## src/rtl/slpwk_pkg.sv

```systemverilog
package slpwk_pkg;
  typedef enum logic [2:0] {
    PM_RWAIT = 3'd0,
    PM_LF    = 3'd1,
    PM_HF    = 3'd2,
    PM_SLEEP = 3'd3,
    PM_WAKE  = 3'd4
  } pm_state_e;
endpackage

```

## src/rtl/slpwk_rst_sync.sv

```systemverilog
module slpwk_rst_sync (
  input  logic clk,
  input  logic rst_n_async,
  output logic rst_n_sync
);
  logic stage1;

  always_ff @(posedge clk or negedge rst_n_async) begin
    if (!rst_n_async) begin
      stage1     <= 1'b0;
      rst_n_sync <= 1'b0;
    end else begin
      stage1     <= 1'b1;
      rst_n_sync <= stage1;
    end
  end
endmodule

```

## src/rtl/slpwk_tally.sv

```systemverilog
// Counts cycles while run is high; done marks the LIMIT-th cycle.
module slpwk_tally #(
  parameter int LIMIT = 4096
) (
  input  logic clk,
  input  logic rst_n,
  input  logic run,
  output logic done
);
  localparam int W = (LIMIT > 1) ? $clog2(LIMIT) : 1;
  localparam logic [W-1:0] LAST = W'(LIMIT - 1);

  logic [W-1:0] cnt_q, cnt_d;

  assign done = run && (cnt_q == LAST);

  always_comb begin
    cnt_d = cnt_q;
    if (!run)       cnt_d = '0;
    else if (!done) cnt_d = cnt_q + 1'b1;
  end

  always_ff @(posedge clk or negedge rst_n) begin
    if (!rst_n) cnt_q <= '0;
    else        cnt_q <= cnt_d;
  end
endmodule

```

## src/rtl/slpwk_cause_reg.sv

```systemverilog
// Wake cause register: bit 0 timer, bits N:1 external lines. Capture beats clear.
module slpwk_cause_reg #(
  parameter int N = 4
) (
  input  logic         clk,
  input  logic         rst_n,
  input  logic         cap_en,
  input  logic [N-1:0] ext,
  input  logic         tmr,
  input  logic         clr_we,
  input  logic [N:0]   clr_mask,
  output logic [N:0]   stat
);
  logic [N:0] stat_d;
  logic [N:0] keep;
  logic [N:0] cap;

  always_comb begin
    keep   = clr_we ? ~clr_mask : '1;
    cap    = cap_en ? {ext, tmr} : '0;
    stat_d = (stat & keep) | cap;
  end

  always_ff @(posedge clk or negedge rst_n) begin
    if (!rst_n) stat <= '0;
    else        stat <= stat_d;
  end
endmodule

```

## src/rtl/slpwk_ctrl.sv

```systemverilog
module slpwk_ctrl #(
  parameter int NUM_EXT       = 4,
  parameter int STABLE_CYCLES = 4096,
  parameter int SETTLE_CYCLES = 8
) (
  input  logic               clk_lf,
  input  logic               rst_n,
  input  logic               sel_hf_i,
  input  logic               pde_set_i,
  input  logic [NUM_EXT-1:0] wake_ext_i,
  input  logic               wake_tmr_i,
  input  logic               stat_clr_we_i,
  input  logic [NUM_EXT:0]   stat_clr_mask_i,
  output logic               lf_clk_en_o,
  output logic               ref_req_o,
  output logic               src_sel_hf_o,
  output logic               pde_o,
  output logic [NUM_EXT:0]   wake_stat_o
);
  import slpwk_pkg::*;

  logic      rst_n_i;
  pm_state_e st_q, st_d;
  logic      sel_q;
  logic      pde_q, pde_d;
  logic      stab_done, settle_done;
  logic      wake_any, sel_rise, in_run;

  slpwk_rst_sync u_rsync (
    .clk        (clk_lf),
    .rst_n_async(rst_n),
    .rst_n_sync (rst_n_i)
  );

  slpwk_tally #(.LIMIT(STABLE_CYCLES)) u_stab (
    .clk  (clk_lf),
    .rst_n(rst_n_i),
    .run  (st_q == PM_RWAIT),
    .done (stab_done)
  );

  slpwk_tally #(.LIMIT(SETTLE_CYCLES)) u_settle (
    .clk  (clk_lf),
    .rst_n(rst_n_i),
    .run  (st_q == PM_WAKE),
    .done (settle_done)
  );

  assign wake_any = wake_tmr_i | (|wake_ext_i);
  assign sel_rise = sel_hf_i & ~sel_q;
  assign in_run   = (st_q == PM_LF) || (st_q == PM_HF);

  slpwk_cause_reg #(.N(NUM_EXT)) u_cause (
    .clk     (clk_lf),
    .rst_n   (rst_n_i),
    .cap_en  ((st_q == PM_SLEEP) && wake_any),
    .ext     (wake_ext_i),
    .tmr     (wake_tmr_i),
    .clr_we  (stat_clr_we_i),
    .clr_mask(stat_clr_mask_i),
    .stat    (wake_stat_o)
  );

  // Next state
  always_comb begin
    st_d = st_q;
    unique case (st_q)
      PM_RWAIT: if (stab_done) st_d = PM_LF;
      PM_LF: begin
        if (pde_q)         st_d = PM_SLEEP;
        else if (sel_rise) st_d = PM_HF;
      end
      PM_HF: begin
        if (pde_q)          st_d = PM_SLEEP;
        else if (!sel_hf_i) st_d = PM_LF;
      end
      PM_SLEEP: if (wake_any)    st_d = PM_WAKE;
      PM_WAKE:  if (settle_done) st_d = PM_LF;
      default:  st_d = PM_RWAIT;
    endcase
  end

  // Power-down-enable: cleared on sleep entry, set only in run states
  always_comb begin
    pde_d = pde_q;
    if (in_run && pde_q)          pde_d = 1'b0;
    else if (in_run && pde_set_i) pde_d = 1'b1;
  end

  always_ff @(posedge clk_lf or negedge rst_n_i) begin
    if (!rst_n_i) begin
      st_q  <= PM_RWAIT;
      sel_q <= 1'b0;
      pde_q <= 1'b0;
    end else begin
      st_q  <= st_d;
      sel_q <= sel_hf_i;
      pde_q <= pde_d;
    end
  end

  assign lf_clk_en_o  = (st_q != PM_RWAIT);
  assign ref_req_o    = in_run || (st_q == PM_WAKE);
  assign src_sel_hf_o = (st_q == PM_HF);
  assign pde_o        = pde_q;
endmodule

```

## config.mk

```make
export PLATFORM = sky130hd
export DESIGN_NAME = slpwk_ctrl
export DESIGN_NICKNAME = d
export VERILOG_FILES = /design/src/rtl/slpwk_pkg.sv /design/src/rtl/slpwk_rst_sync.sv /design/src/rtl/slpwk_tally.sv /design/src/rtl/slpwk_cause_reg.sv /design/src/rtl/slpwk_ctrl.sv
export SDC_FILE = /design/constraint.sdc
export NUM_CORES = 1
export LEC_CHECK = 0
export BUFFER_PORTS_ARGS = -buffer_cell sky130_fd_sc_hd__buf_2
export CORE_AREA = 2 2 74 62
export CTS_CLUSTER_DIAMETER = 80
export DETAILED_ROUTE_END_ITERATION = 8
export DIE_AREA = 0 0 76 64
export HOLD_SLACK_MARGIN = 0.1
export PLACE_DENSITY_LB_ADDON = 0.2
export REMOVE_ABC_BUFFERS = 1
export SETUP_SLACK_MARGIN = 0.2
export SLEW_MARGIN = 20
export SYNTH_ARGS = -nofsm -noshare
export SYNTH_HDL_FRONTEND = slang
export SYNTH_SLANG_ARGS = --single-unit
```

## constraint.sdc

```tcl
create_clock -name clk_lf -period 1.48 [get_ports clk_lf]
set_clock_uncertainty 0.15 [all_clocks]
set_input_delay 0.222 -clock clk_lf [delete_from_list [all_inputs] [get_ports clk_lf]]
set_output_delay 0.222 -clock clk_lf [all_outputs]
set_load 0.01 [all_outputs]
```

---- After elaboration in Yosys (flattened, before gate mapping) ----
Cells that the tools add are included.
storage, ports and cells
  register bits ........................... 27
cells by class
  muxes and demuxes ....................... 16
  $add $sub $neg .......................... 2
  bitwise operators ....................... 6
  eq/ne operators ......................... 13
  reductions and logical operators ........ 12
operator list
  operator                                                          number
  3-bit two-way mux                                                 9
  12-bit two-way mux                                                2
  3-bit case mux with 5 select lines                                1
  12-bit by 1-bit adder with 12-bit output (second input constant)  1
  12-bit == test (second input constant)                            1
  5-bit two-way mux                                                 2
  2-bit != test (second input constant)                             5
  3-bit by 2-bit == test with 1-bit output (second input constant)  2
  3-bit == test (second input constant)                             2
  5-bit AND                                                         1
  1-bit logical AND                                                 5
  5-bit inverter                                                    1
  5-bit bitwise OR                                                  1
  5-bit AND reduction                                               1
  4-bit OR reduction                                                1
  3-bit by 1-bit adder with 3-bit output (second input constant)    1
  3-bit by 1-bit == test with 1-bit output (second input constant)  1
  3-bit logical NOT                                                 1
  3-bit by 2-bit != test with 1-bit output (second input constant)  1
  3-bit != test (second input constant)                             1
  3-bit nonzero test                                                1
  1-bit logical OR                                                  2
  1-bit two-way mux                                                 2
  2-bit nonzero test                                                1
  other kinds (3)                                                   3

---- Depth between registers and ports, before layout ----
  depth after elaboration ................. 5
  mapped depth ............................ 7
  mapped depth without buffers ............ 6

---- Cells and area by module ----
From an unflattened synthesis, not the netlist that was laid out.
second synthesis, totals
  cell total of the unflattened synthesis .. 134
  area, all modules ....................... 1390.1 um^2
modules (own cells, without submodules)
  module                  area each (um^2)  cells an instance  times used  seq. area each (um^2)
  slpwk_tally (u_stab)    636.9             64                 1           300.3
  slpwk_ctrl              356.6             40                 1           125.1
  slpwk_cause_reg         187.7             15                 1           125.1
  slpwk_tally (u_settle)  155.1             12                 1           75.1
  slpwk_rst_sync          53.8              3                  1           50.0

---- Worst setup path after synthesis ----
No wires, ideal clock.
  path type ............................... register to register
  start ................................... reg u_settle.cnt_q[0]
  end ..................................... reg st_q[0]
  path buffers ............................ 1
  required time ........................... 1248 ps
  slack ................................... -211 ps
  stages on the path, launching flop included .. 8
  clock period less this slack ............ 1691 ps
  library setup time ...................... 82 ps
  arrival ................................. 1459 ps
  cell sequence ........................... dfrtp_1 ha_1 ha_1 clkbuf_1 nand2b_1 a221oi_1 o22ai_1 a31oi_1
on the way
  word-level cells in the longest chain between the ends .. 4
RTL lines
  item                                  line               text
  start: declaration                    slpwk_tally.sv:13  logic [W-1:0] cnt_q, cnt_d;
  start signal: assignment              slpwk_tally.sv:25  else cnt_q <= cnt_d;
  3-bit == test                         slpwk_tally.sv:15  assign done = run && (cnt_q == LAST);
  1-bit logical AND                     slpwk_tally.sv:15
  2-bit != test (no source line)        --
  5-bit AND reduction (no source line)  --
  end signal: assignment                slpwk_ctrl.sv:96   st_q <= st_d;
  end: declaration                      slpwk_ctrl.sv:23   pm_state_e st_q, st_d;
Every way passes these cells.
A chain may end at the register's enable or synchronous reset.

---- Final worst setup path ----
  start ................................... reg u_stab.cnt_q[0]
  end ..................................... reg u_stab.cnt_q[11]
on the way
  word-level cells in the longest chain between the ends .. 3
  elaborated cells between the ends (all ways) .. 6
  classes of those cells .................. 1 x add/sub; 2 x eq/ne; 2 x mux; 1 x reduce/logical
RTL lines
  item                                                                               line
  start: declaration                                                                 slpwk_tally.sv:13
  start signal: assignment                                                           slpwk_tally.sv:25
  12-bit by 1-bit adder with 12-bit output / 12-bit == test (equally long branches)  slpwk_tally.sv:20, slpwk_tally.sv:15
  12-bit two-way mux / 1-bit logical AND (equally long branches)                     slpwk_tally.sv:20, slpwk_tally.sv:15
  12-bit two-way mux / 2-bit != test (equally long branches)                         --
Several ways; a longest one is shown, not always the timed one. The select of a mux whose other input is x is not followed.

==> flow_summary.yaml <==
power_and_ir_drop:
  power_uw: 3359
  p_clk_share_pct: 12.7
  sw_frac_of_total_pct: 36.50
  p_sw_uw: 1226
  p_comb_share_pct: 55.7
  vdd_drop_max_v: 0.0008504
  power.internal_uw: 2133
  seqPwrFrac_pct: 31.6
  p_leak_uw: 0.001126
  powerDensity_nw_per_um2: 1446
timing:
  final_hold_viol_count: 0
  fmax_mhz: 585.6
  slew_violations: 0
  worst_slack_ns: -0.2275
  finalSetupViolations: 16
  post-route-min-period_ns: 1.708
  fin_crit_sh_pct: 115.4
  rsz0062_at_grt: "yes"
floorplan:
  coreArea_um2: 4073
  pin_count: 24
  die_area_um2: 4864
  initial_core_util_pct: 34.01
  die_w_um: 76
  row_count: 21
  fp.dieH_um: 64
synth:
  ys_ff_latch: 27
  synth_edf_count: 0
  synth.yosys.seq_area_share_pct: 48.78
  synthFlopType: "dfrtp_1"
  synthXorXnorAreaFrac_pct: 2.529
  synthSimpleGateAreaFrac_pct: 23.85
  muxShareOfSynthArea_pct: 3.704
  synth_area_um2: 1385
  ys_types: 45
  ys_async_sr_fraction_pct: 100.0
  synth_top_family_by_area: "simple AND/OR/NAND/NOR gates"
  synthAdderAreaFrac_pct: 2.710
  avgSynthCellArea_um2: 10.18
  yosysWarnings: 0
  synth_compound_area_share_pct: 16.08
  synthesis.instances: 136
routing:
  wl_mm: 3.833
  ant_nets: 0
  drc_errors: 0
  wl_per_cell_um: 14.04
  via_per_inst: 4.905
  dr.first_iter.drc_count: 111
  dr_total_vias: 1339
  dr.pass1.iters: 4
worst_setup_path:
  timing.rr.start: "u_stab.cnt_q[0]"
  arrival_ns: 1.76
  worstReg2RegEnd: "u_stab.cnt_q[11]"
  ff2ff_setup_slack_ns: -0.23
  path_class: "reg -> reg"
  worst_setup_path_end_kind: "flop"
  start_kind: "flop"
  r2r_cells: 7
  cp.required_ns: 1.53
  crit_path_max_fanout: 4
clock_tree:
  clock_latency_ns: 0.27
  cts-buffers-inserted: 3
  clock-sinks: 27
  cts_tree: "built"
  path_clk_slew_ns: 0.10
  max-clock-path-buffers: 2
  htree_levels: 1
  root_buffer: "clkbuf_8"
finish:
  fin_nets: 235
  post-route-util_pct: 57.05
  area_growth_pct: 67.75
  drive_above_1_share_pct: 52.31
  n_antenna_cell: 0
global_routing:
  grt_pass1_vias: 1381
  grt_pass1_wl_mm: 6.348
  grt-ovfl-total: 0
  antenna_found_initial: 0
  grt_max_degree: 26
  grtUsageTotal_pct: 16.13
place:
  place_hpwl_mm: 2.321
  gp_congestion: 0.8968
  numPortBuffers: 23
run_status:
  outcome: "complete, but fails checks"
  violations: "negative setup slack"
flow_run:
  drv_cap: 0
min_path:
  hold_path_class: "reg -> async"
synth_stat cells, types with 2 or more instances:
cell,count,area share (%)
nand4_1,2,0.90
mux2i_1,4,2.9
dfrtp_1,27,49
and2_1,2,0.90
and3_1,4,1.8
buf_2,2,0.72
nor3_4,2,2.3
a21oi_1,4,1.4
nand2_1,11,3.0
o211ai_1,2,1.1
nor2b_1,3,1.4
or4_1,2,1.1
a31oi_1,3,1.4
nand2b_1,2,0.90
o21ai_0,7,2.5
xor2_1,3,1.9
nand3_1,5,1.8
nor2_1,16,4.3
and4_1,3,1.9
a22o_1,5,3.2
ha_1,3,2.7
critical path: stages, from the launching register on:
cell,delay [ns]
dfrtp_1,0.41
buf_4,0.14
buf_6,0.10
buf_6,0.11
and4_4,0.19
and4_4,0.20
a31o_4,0.22
a21oi_2,0.13
layout by cell type (no fill, tap or decap), types with 2 or more instances in the layout:
cell and n:
and2_1 2, o21ai_1 3, nand2_1 8, o21ai_0 4, dfrtp_1 24, nor2_4 5
ha_2 2, a22o_1 5, nor2_1 9, buf_4 31, mux2i_1 3, or4_1 2
o211ai_1 2, a31oi_1 3, dlygate4sd3_1 9, nand2b_1 2, nor2b_1 2, xor2_1 2
and3_1 3, and4_4 2, nand4_1 2, nor2_2 2, nor3_4 2, nand3_1 5
buf_6 19, a21oi_1 3, buf_2 20, dfrtp_2 3, nand2_4 2, clkbuf_8 3
per-stage QoR:
step | cells | area [um2] | worst slack, ns | TNS [ns] | hold slack, ns
after global placement | 243 | 1783 | -0.1062 | -0.5692 | -0.1418
after CTS | 264 | 2185 | -0.2052 | -1.460 | 0.1003
final | 273 | 2323 | -0.2275 | -2.644 | 0.08619
after global routing | 273 | 2323 | -0.2862 | -3.641 | 0.1006
after detailed placement | 243 | 1783 | -0.1307 | -0.9358 | -0.1412
after floorplan | 132 | 1364 | -0.2052 | -0.3547 | -0.2236
sequential cells by signal, indices dropped and copies added (netlist names):
name and count:
st_q 3, u_settle.cnt_q 3, u_stab.cnt_q 12, u_rsync.rst_n_sync 1
u_cause.stat 5, u_rsync.stage1 1, pde_o 1, sel_q 1
worst max-delay path by stage:
| stage | start | endpoint | slack, ns | cells past startpoint |
|---|---|---|---|---|
| 3_5_place_dp | wake_ext_i[3] | st_q[1] | -0.13 | 5 |
| 3_3_place_gp | wake_ext_i[3] | st_q[1] | -0.11 | 5 |
| 4_1_cts | st_q[2] | ref_req_o | -0.21 | 3 |
| 6_report | u_stab.cnt_q[0] | u_stab.cnt_q[11] | -0.23 | 7 |
| 5_1_grt | u_stab.cnt_q[1] | u_stab.cnt_q[1] | -0.29 | 5 |
| 2_1_floorplan | st_q[0] | u_stab.cnt_q[5] | -0.21 | 4 |
layout make-up:
| cell class | count | area [um2] |
|---|---|---|
| sequential | 27 | 679.4 |
| clock inverter | 1 | 5.005 |
| timing repair buffer | 80 | 651.9 |
| multi-input combinational | 103 | 867.1 |
| inverter | 2 | 7.507 |
| fill | 332 | 1749 |
| clock buffer | 3 | 41.29 |
| tap | 57 | 71.32 |
power by group through the flow:
| stage | Combinational [uW] | Clock, uW | Sequential, uW |
|---|---|---|---|
| after global placement | 1140 | 0 | 1040 |
| after floorplan | 545 | 0 | 1090 |
| after CTS | 1640 | 429 | 1050 |
| after detailed placement | 1170 | 0 | 1050 |
| final | 1870 | 428 | 1060 |
| after global routing | 2030 | 463 | 1080 |
kinds of logic (layout without fill, tap and decap cells):
| group | Yosys count | after routing |
|---|---|---|
| other | 1 | 1 |
| xor gates and xnor gates | 4 | 4 |
| adders and majority gates | 3 | 3 |
| DFF | 27 | 27 |
| AOI/OAI and AO/OA | 32 | 32 |
| and+or+nand+nor | 58 | 58 |
| buffers and inverters | 6 | 86 |
| muxes | 5 | 5 |
layer usage:
layer | share of wire, % | track usage [%]
met1 | 45 | 20.63
met2 | 52 | 29.35
met3 | 2.4 | 2.260
met4 | 0.57 | 3.409
met5 | 0 | 0
repair_timing:
action                                  CTS  global route
hold buffers                              8             1
setup buffers                             9             8
pin swaps                                20            27
endpoints found under the setup margin   28            28
hold endpoints to repair                  7             2
resized for setup                        48            20
gates cloned                              0             0
Power figures use the tool's default switching activity.
